## src/rtl/xint_pkg.sv

```systemverilog
// Shared constants for the external interrupt line controller.
// Assumes a 4-bit word address and 32-bit data on the register port.
package xint_pkg;
    typedef enum logic [2:0] {
        SNS_OFF  = 3'd0,
        SNS_RISE = 3'd1,
        SNS_FALL = 3'd2,
        SNS_BOTH = 3'd3,
        SNS_HIGH = 3'd4,
        SNS_LOW  = 3'd5
    } sense_e;

    localparam logic [3:0] A_CTRL   = 4'h0;
    localparam logic [3:0] A_NMICFG = 4'h1;
    localparam logic [3:0] A_MASK   = 4'h2;
    localparam logic [3:0] A_FLAG   = 4'h3;
    localparam logic [3:0] A_EVEN   = 4'h4;
    localparam logic [3:0] A_SENSE  = 4'h5;
    localparam logic [3:0] A_ASYNC  = 4'h6;
    localparam logic [3:0] A_DBEN   = 4'h7;
    localparam logic [3:0] A_DBPRE  = 4'h8;
    localparam logic [3:0] A_OWNER  = 4'h9;

    localparam int CTRL_RUN   = 0;
    localparam int CTRL_WIPE  = 1;
    localparam int CTRL_CKSEL = 2;
    localparam int CFG_BITS   = 4;
endpackage

```

## src/rtl/xint_cond.sv

```systemverilog
// One input line: two-flop synchronizer, optional three-sample majority
// filter, and sense-condition detection.
// Assumes pin_i is asynchronous and that the configuration is quasi-static.
module xint_cond
    import xint_pkg::*;
#(
    parameter int SYNC_STAGES = 2
) (
    input  logic       clk,
    input  logic       rst_n,
    input  logic       pin_i,
    input  logic       run_i,
    input  logic [2:0] sense_i,
    input  logic       filt_i,
    output logic       hit_o
);
    localparam int HIST = 2;

    logic [SYNC_STAGES-1:0] sync_q;
    logic [HIST-1:0]        hist_q;
    logic                   smp;
    logic                   maj;
    logic                   val;
    logic                   prev_q;

    assign smp = sync_q[SYNC_STAGES-1];

    // Synchronizer chain: bring the pin into the clock domain.
    always_ff @(posedge clk) begin
        if (!rst_n) sync_q <= '0;
        else        sync_q <= {sync_q[SYNC_STAGES-2:0], pin_i};
    end

    // Sample history feeding the majority vote.
    always_ff @(posedge clk) begin
        if (!rst_n) hist_q <= '0;
        else        hist_q <= {hist_q[HIST-2:0], smp};
    end

    // Majority of current and two earlier samples.
    always_comb begin
        maj = (smp & hist_q[0]) | (smp & hist_q[1]) | (hist_q[0] & hist_q[1]);
        val = filt_i ? maj : smp;
    end

    // Previous filtered value for edge comparison.
    always_ff @(posedge clk) begin
        if (!rst_n) prev_q <= 1'b0;
        else        prev_q <= val;
    end

    // Sense decode: one condition per mode, gated by run.
    always_comb begin
        unique case (sense_i)
            SNS_RISE: hit_o = val & ~prev_q;
            SNS_FALL: hit_o = ~val & prev_q;
            SNS_BOTH: hit_o = val ^ prev_q;
            SNS_HIGH: hit_o = val;
            SNS_LOW:  hit_o = ~val;
            default:  hit_o = 1'b0;
        endcase
        if (!run_i) hit_o = 1'b0;
    end
endmodule

```

## src/rtl/xint_regs.sv

```systemverilog
// Register file, flags and outputs for the controller.
// Assumes single-cycle writes and combinational reads; the wipe bit acts
// as a synchronous reset of all state. Line NL is the non-maskable line.
module xint_regs
    import xint_pkg::*;
#(
    parameter int NL = 8
) (
    input  logic                  clk,
    input  logic                  rst_n,
    input  logic                  bus_wr,
    input  logic [3:0]            bus_addr,
    input  logic [31:0]           bus_wdata,
    input  logic                  bus_nonsec,
    output logic [31:0]           bus_rdata,
    input  logic [NL:0]           hit_i,
    output logic                  run_o,
    output logic [NL*CFG_BITS-1:0] sense_o,
    output logic [CFG_BITS-1:0]   nmicfg_o,
    output logic                  irq_o,
    output logic                  nmi_req_o,
    output logic [NL-1:0]         evt_o
);
    localparam int SW = NL * CFG_BITS;

    logic              run_q, cksel_q;
    logic [CFG_BITS-1:0] nmicfg_q;
    logic [NL-1:0]     mask_q, even_q, async_q, dben_q, owner_q, evt_q;
    logic [7:0]        dbpre_q;
    logic [SW-1:0]     sense_q;
    logic [NL:0]       flag_q;
    logic [NL-1:0]     lmask;
    logic [SW-1:0]     nmask;
    logic              wipe_w;
    logic              wr_open;
    logic [NL:0]       clr_w;

    // Lines visible to this access.
    assign lmask   = bus_nonsec ? ~owner_q : '1;
    assign wipe_w  = bus_wr && bus_addr == A_CTRL && bus_wdata[CTRL_WIPE];
    assign wr_open = bus_wr && !run_q;

    for (genvar g = 0; g < NL; g++) begin : g_nib
        assign nmask[g*CFG_BITS +: CFG_BITS] = {CFG_BITS{lmask[g]}};
    end

    // Write-one-to-clear request, non-secure writes limited to open lines.
    assign clr_w = (bus_wr && bus_addr == A_FLAG)
                   ? (bus_wdata[NL:0] & {1'b1, lmask}) : '0;

    // Control word: run, and clock select only while stopped.
    always_ff @(posedge clk) begin
        if (!rst_n || wipe_w) begin
            run_q   <= 1'b0;
            cksel_q <= 1'b0;
        end else if (bus_wr && bus_addr == A_CTRL) begin
            run_q <= bus_wdata[CTRL_RUN];
            if (!run_q) cksel_q <= bus_wdata[CTRL_CKSEL];
        end
    end

    // Unlocked words: dedicated-line config, mask and ownership.
    always_ff @(posedge clk) begin
        if (!rst_n || wipe_w) begin
            nmicfg_q <= '0;
            mask_q   <= '0;
            owner_q  <= '0;
        end else if (bus_wr) begin
            if (bus_addr == A_NMICFG) nmicfg_q <= bus_wdata[CFG_BITS-1:0];
            if (bus_addr == A_MASK)
                mask_q <= (mask_q & ~lmask) | (bus_wdata[NL-1:0] & lmask);
            if (bus_addr == A_OWNER && !bus_nonsec) owner_q <= bus_wdata[NL-1:0];
        end
    end

    // Locked words: writable only while stopped.
    always_ff @(posedge clk) begin
        if (!rst_n || wipe_w) begin
            even_q  <= '0;
            sense_q <= '0;
            async_q <= '0;
            dben_q  <= '0;
            dbpre_q <= '0;
        end else if (wr_open) begin
            unique case (bus_addr)
                A_EVEN:  even_q  <= (even_q & ~lmask) | (bus_wdata[NL-1:0] & lmask);
                A_SENSE: sense_q <= (sense_q & ~nmask) | (bus_wdata[SW-1:0] & nmask);
                A_ASYNC: async_q <= (async_q & ~lmask) | (bus_wdata[NL-1:0] & lmask);
                A_DBEN:  dben_q  <= (dben_q & ~lmask) | (bus_wdata[NL-1:0] & lmask);
                A_DBPRE: dbpre_q <= bus_wdata[7:0];
                default: ;
            endcase
        end
    end

    // Sticky flags: a detection wins over a clear in the same cycle.
    always_ff @(posedge clk) begin
        if (!rst_n || wipe_w) flag_q <= '0;
        else                  flag_q <= (flag_q & ~clr_w) | hit_i;
    end

    // Event pulses for enabled lines.
    always_ff @(posedge clk) begin
        if (!rst_n || wipe_w) evt_q <= '0;
        else                  evt_q <= hit_i[NL-1:0] & even_q;
    end

    // Read mux with secure lines hidden from non-secure accesses.
    always_comb begin
        bus_rdata = '0;
        unique case (bus_addr)
            A_CTRL:   begin
                bus_rdata[CTRL_RUN]   = run_q;
                bus_rdata[CTRL_CKSEL] = cksel_q;
            end
            A_NMICFG: bus_rdata[CFG_BITS-1:0] = nmicfg_q;
            A_MASK:   bus_rdata[NL-1:0] = mask_q & lmask;
            A_FLAG:   bus_rdata[NL:0]   = flag_q & {1'b1, lmask};
            A_EVEN:   bus_rdata[NL-1:0] = even_q & lmask;
            A_SENSE:  bus_rdata[SW-1:0] = sense_q & nmask;
            A_ASYNC:  bus_rdata[NL-1:0] = async_q & lmask;
            A_DBEN:   bus_rdata[NL-1:0] = dben_q & lmask;
            A_DBPRE:  bus_rdata[7:0]    = dbpre_q;
            A_OWNER:  bus_rdata[NL-1:0] = owner_q;
            default:  bus_rdata = '0;
        endcase
    end

    assign run_o     = run_q;
    assign sense_o   = sense_q;
    assign nmicfg_o  = nmicfg_q;
    assign irq_o     = |(flag_q[NL-1:0] & mask_q);
    assign nmi_req_o = flag_q[NL];
    assign evt_o     = evt_q;

    AST_PROT_HOLD: assert property (@(posedge clk) disable iff (!rst_n)
        (run_q && !wipe_w) |=> ($stable(sense_q) && $stable(even_q) && $stable(dbpre_q)));
    AST_CKSEL_HOLD: assert property (@(posedge clk) disable iff (!rst_n)
        (run_q && !wipe_w) |=> $stable(cksel_q));
    AST_WIPE_OFF: assert property (@(posedge clk) disable iff (!rst_n)
        wipe_w |=> (!run_q && flag_q == '0));
    AST_OWNER_NS: assert property (@(posedge clk) disable iff (!rst_n)
        (bus_wr && bus_nonsec && !wipe_w) |=> $stable(owner_q));
    AST_HIT_SETS: assert property (@(posedge clk) disable iff (!rst_n)
        ((|hit_i) && !wipe_w) |=> ((flag_q & $past(hit_i)) == $past(hit_i)));
    AST_FLAG_STICKY: assert property (@(posedge clk) disable iff (!rst_n)
        !wipe_w |=> ((flag_q & $past(flag_q & ~clr_w)) == $past(flag_q & ~clr_w)));
    AST_EVT_GATED: assert property (@(posedge clk) disable iff (!rst_n)
        (|evt_q) |-> ((evt_q & ~$past(even_q)) == '0));
endmodule

```

## src/rtl/xint_ctrl.sv

```systemverilog
// Top of the external interrupt line controller: NL general lines plus one
// non-maskable line, each with its own condition unit, and a register file.
// Assumes NL <= 8 so the packed sense word fits in 32 bits.
module xint_ctrl
    import xint_pkg::*;
#(
    parameter int NLINES = 8
) (
    input  logic              clk,
    input  logic              rst_n,
    input  logic [NLINES-1:0] pins_i,
    input  logic              nmi_pin_i,
    input  logic              bus_wr,
    input  logic [3:0]        bus_addr,
    input  logic [31:0]       bus_wdata,
    input  logic              bus_nonsec,
    output logic [31:0]       bus_rdata,
    output logic              irq_o,
    output logic              nmi_req_o,
    output logic [NLINES-1:0] evt_o
);
    localparam int SW = NLINES * CFG_BITS;

    logic              run;
    logic [SW-1:0]     sense;
    logic [CFG_BITS-1:0] nmicfg;
    logic [NLINES:0]   hit;

    // One condition unit per general line.
    for (genvar g = 0; g < NLINES; g++) begin : g_line
        xint_cond #(.SYNC_STAGES(2)) u_cond (
            .clk     (clk),
            .rst_n   (rst_n),
            .pin_i   (pins_i[g]),
            .run_i   (run),
            .sense_i (sense[g*CFG_BITS +: 3]),
            .filt_i  (sense[g*CFG_BITS + 3]),
            .hit_o   (hit[g])
        );
    end

    xint_cond #(.SYNC_STAGES(2)) u_nmi (
        .clk     (clk),
        .rst_n   (rst_n),
        .pin_i   (nmi_pin_i),
        .run_i   (run),
        .sense_i (nmicfg[2:0]),
        .filt_i  (nmicfg[3]),
        .hit_o   (hit[NLINES])
    );

    xint_regs #(.NL(NLINES)) u_regs (
        .clk        (clk),
        .rst_n      (rst_n),
        .bus_wr     (bus_wr),
        .bus_addr   (bus_addr),
        .bus_wdata  (bus_wdata),
        .bus_nonsec (bus_nonsec),
        .bus_rdata  (bus_rdata),
        .hit_i      (hit),
        .run_o      (run),
        .sense_o    (sense),
        .nmicfg_o   (nmicfg),
        .irq_o      (irq_o),
        .nmi_req_o  (nmi_req_o),
        .evt_o      (evt_o)
    );
endmodule

```

## config.mk

```make
export PLATFORM = sky130hd
export DESIGN_NAME = xint_ctrl
export DESIGN_NICKNAME = d
export VERILOG_FILES = /design/src/rtl/xint_pkg.sv /design/src/rtl/xint_cond.sv /design/src/rtl/xint_regs.sv /design/src/rtl/xint_ctrl.sv
export SDC_FILE = /design/constraint.sdc
export NUM_CORES = 1
export LEC_CHECK = 0
export BUFFER_PORTS_ARGS = -buffer_cell sky130_fd_sc_hd__buf_2
export CAP_MARGIN = 20
export CORE_ASPECT_RATIO = 0.6
export CORE_MARGIN = 8
export CORE_UTILIZATION = 52
export CTS_CLUSTER_SIZE = 16
export DETAILED_ROUTE_END_ITERATION = 16
export PLACE_DENSITY = 0.76
export SYNTH_ARGS = -nofsm -noshare
export SYNTH_HDL_FRONTEND = slang
export SYNTH_SLANG_ARGS = --single-unit
```

## constraint.sdc

```tcl
create_clock -name clk -period 2.3 [get_ports clk]
set_input_delay 0.575 -clock clk [delete_from_list [all_inputs] [get_ports clk]]
set_output_delay 0.575 -clock clk [all_outputs]
set_load 0.01 [all_outputs]
```

==> summary.md <==
| Metric | Value |
|---|---|
| Outcome | complete, but fails checks |
| Failing checks | negative setup slack |
| CTS buffer count | 17 |
| Cell Rows | 32 |
| Final hold violations | 0 |
| Top cells by area in the synthesized netlist | dfxtp_1, mux2i_1, nand2_1 |
| CP Launch Type | flip-flop |
| Setup Crit Path Kind | flip-flop to primary output |
| Sw Share | 25.7% |
| Die height | 105 um |
| GRT Util Overall | between 20% and 30% |
| CTS root buffer | clkbuf_16 |
| Setup repair after global routing missed its margin | yes |
| Via/cell ratio | between 5 and 6 |
| Worst-path maximum fanout | 2 |
| Clock share of power | 47.1% |
| Storage cell area | around 3000 um2 |
| Min-Delay Path Depth | 2 |
| Sequential-to-total area share from yosys stat | between 40 and 50% |
| Ports | between 90 and 100 |
| Slew Limit Headroom | 66.3% |
| Pre-CTS WS | -0.201 ns |
| HPWL after DPL | 15,300 um |
| Die width | 165 um |
| Synth Area in Adders | 3.26% |
| Post-synth EDFFs | 0 |
| Routed length per instance | around 19 um |
| Worst skew pair latency | roughly 0.43 ns |
| Clock Path Buffers | 2 |
| Reg2reg path depth | 13 |
| Post-synthesis simple-gate area fraction | 24.6% |
| Multiplexer share of the synthesized area | under 10% |
| Die ar. | ~17,000 um2 |
| Clock transition at path regs | 0.07 ns |
| Routed WL | roughly 22,000 um |
| Worst Skew | 0.0120 ns |
| MaxCap Viol Count | 0 |
| Share of cells above drive strength 1 | 28.3% |
| DR iter-0 viols | around 640 |
| PwrDens | approximately 650 nW/um2 |
| Synth top cells by count | dfxtp_1, nand2_1, nor2_1 |
| Slew Limit Fails | 0 |
| First drt pass iteration count | 5 |
| Synth Register Bits | 148 |
| H-tree Lvls | 4 |
| Setup ws final | -0.285 ns |
| First-pass GRT wire length | about 34,000 um |
| Residual DRC count | 0 |
| Tightest Pin Transition | 0.506 ns |
| Post-synth top area share | 42.9% |
| Initial Util | 53.5% |
| Cell count after synthesis | approximately 800 |
| HP Class | input pin to flip-flop |
| Largest net degree at the start of global routing | 53 |
| Post-Synth XOR/XNOR Area | 0.127% |
| Yosys cell types | 54 |
| ANT nets after route | 0 |
| GPL Wtd Cong | 0.984 |
| Critical path arrival | 2.01 ns |
| Setup TNS | -0.708 ns |
| Final setup viols | 12 |
| Core area | 12,900 um2 |
| Port Buffers | 90 |
| Compound-gate portion of the synthesized area | approximately 15% |
| CP required | 1.73 ns |
| Fraction of registers with async set/reset | 0% |
| Fmax | 0.387 GHz |
| Comb pwr share | 7.9% |
| Most common cell in the synthesized netlist | dfxtp_1 |
| Area growth syn-to-layout | 30.3% |
| Final nets | about 1,000 |
| Top FF cell, synth | dfxtp_1 |
| Net switching power | 1.51 mW |
| Synth warn | 0 |
| Max VDD drop | 0.000509 V |
| Leading area contributor after synthesis | dfxtp_1 |
| CP endpoint kind | primary output |
| Mean Syn Cell Area | ~8.4 um2 |
| Number of fill cells | 994 |
| Largest family of logic cells by synthesized area | simple AND/OR/NAND/NOR gates |
| Clock Sinks | 148 |
| Pint | 4.35 mW |
| Final period util | 112% |
| Via count | approximately 6,600 |
| Initial antenna violation count | 0 |
| Mapped Area | 6900 um2 |
| TritonCTS clock tree | yes |
| Sequential Power Share | around 45% |
| P_leak | 3.83 nW |
| Vias in the first global route | 6,124 |
| Min Tclk post-route | around 2.6 ns |
| ANT cells | 0 |
| Multi-input combinational cell area | 3800 um2 |
| Post-Syn Nets | 890 |
| Total gr overflow | 0 |
## power by group through the flow
stage	Combinational (mW)	Sequential, mW	Clock (mW)
2_1_floorplan	0.230	2.68	0
3_3_place_gp	0.387	2.69	0
3_5_place_dp	0.394	2.70	0
4_1_cts	0.437	2.64	2.78
5_1_grt	0.495	2.64	2.89
6_report	0.463	2.64	2.76
## repair_timing
action                                  4_1_cts  5_1_grt
resized for setup                            53       43
hold buffers                                  0        0
pin swaps                                    17       16
endpoints found under the setup margin       27       34
cloned                                        0        0
buffers inserted                             15        4
## layout by cell type, fill, tap and decap left out, types with 26 or more instances in the layout
cell     Yosys  layout
nor2_1      73      70
buf_4        4      75
buf_2       21      78
nand3_1     55      55
nand2_1    117     113
inv_1       27      26
a21oi_1     70      62
dfxtp_1    148     142
and2_1      59      50
mux2i_1     48      48
## metrics by stage
| stage | power (mW) | instances | util (%) | hold WS (ns) | instance area, um2 |
|---|---|---|---|---|---|
| 6_report | 5.86 | 1149 | 69.7 | 0.345 | 8990 |
| 5_1_grt | 6.03 | 1149 | 69.7 | 0.335 | 8990 |
| 4_1_cts | 5.86 | 1147 | 68.3 | 0.335 | 8810 |
| 3_5_place_dp | 3.09 | 1101 | 61.3 | 0.417 | 7910 |
| 3_3_place_gp | 3.08 | 1101 | 61.3 | 0.413 | 7910 |
| 2_1_floorplan | 2.91 | 823 | - | 0.412 | 6910 |
## cell type report
cell class	instances	area share, %
clock inverter	14	1.61
sequential	148	33.1
timing repair buffer	176	14.3
tap	170	2.37
multi-input combinational	589	42.3
inverter	34	1.45
clock buffer	18	4.88
## path summary, 6_finish.rpt
path / start / end / slack, ns
worst max-delay path: u_regs.owner_q[2]$_SDFFE_PP0P_ / bus_rdata[2] / -0.29
worst min-delay path: pins_i[6] / g_line[6].u_cond.sync_q[0]$_SDFF_PN0_ / 0.35
worst max register to register: u_regs.owner_q[1]$_SDFFE_PP0P_ / flip-flop / 0.23
worst min register to register: g_line[5].u_cond.sync_q[0]$_SDFF_PN0_ / g_line[5].u_cond.sync_q[1]$_SDFF_PN0_ / 0.44
## cells by family (layout without fill, tap and decap cells)
group                    Yosys count  in the layout
AO/OA/AOI/OAI                    164            164
XOR/XNOR                           1              1
adder cells (fa/ha/maj)           18             18
buffers and inverters             86            242
flip-flops                       148            148
multiplexers                      55             55
AND/OR/NAND/NOR                  351            351
## critical path: stages (launching register included)
cell and delay (ns):
dfxtp_2 0.34, mux2_4 0.26, a22o_1 0.19, a222oi_1 0.46
o31ai_2 0.15, buf_2 0.17
## layer usage
| metal | wire length, um | track usage [%] | share of wire (%) | up-vias |
|---|---|---|---|---|
| met4 | 382 | 7.11 | 1.8 | 0 |
| met1 | 10000 | 37.2 | 46 | 3050 |
| li1 | - | - | - | 3134 |
| met5 | 0 | 0 | 0 | - |
| met3 | 2630 | 7.81 | 12 | 38 |
| met2 | 8660 | 32.5 | 40 | 358 |
Note: power is estimated with default switching activity, not from simulation.
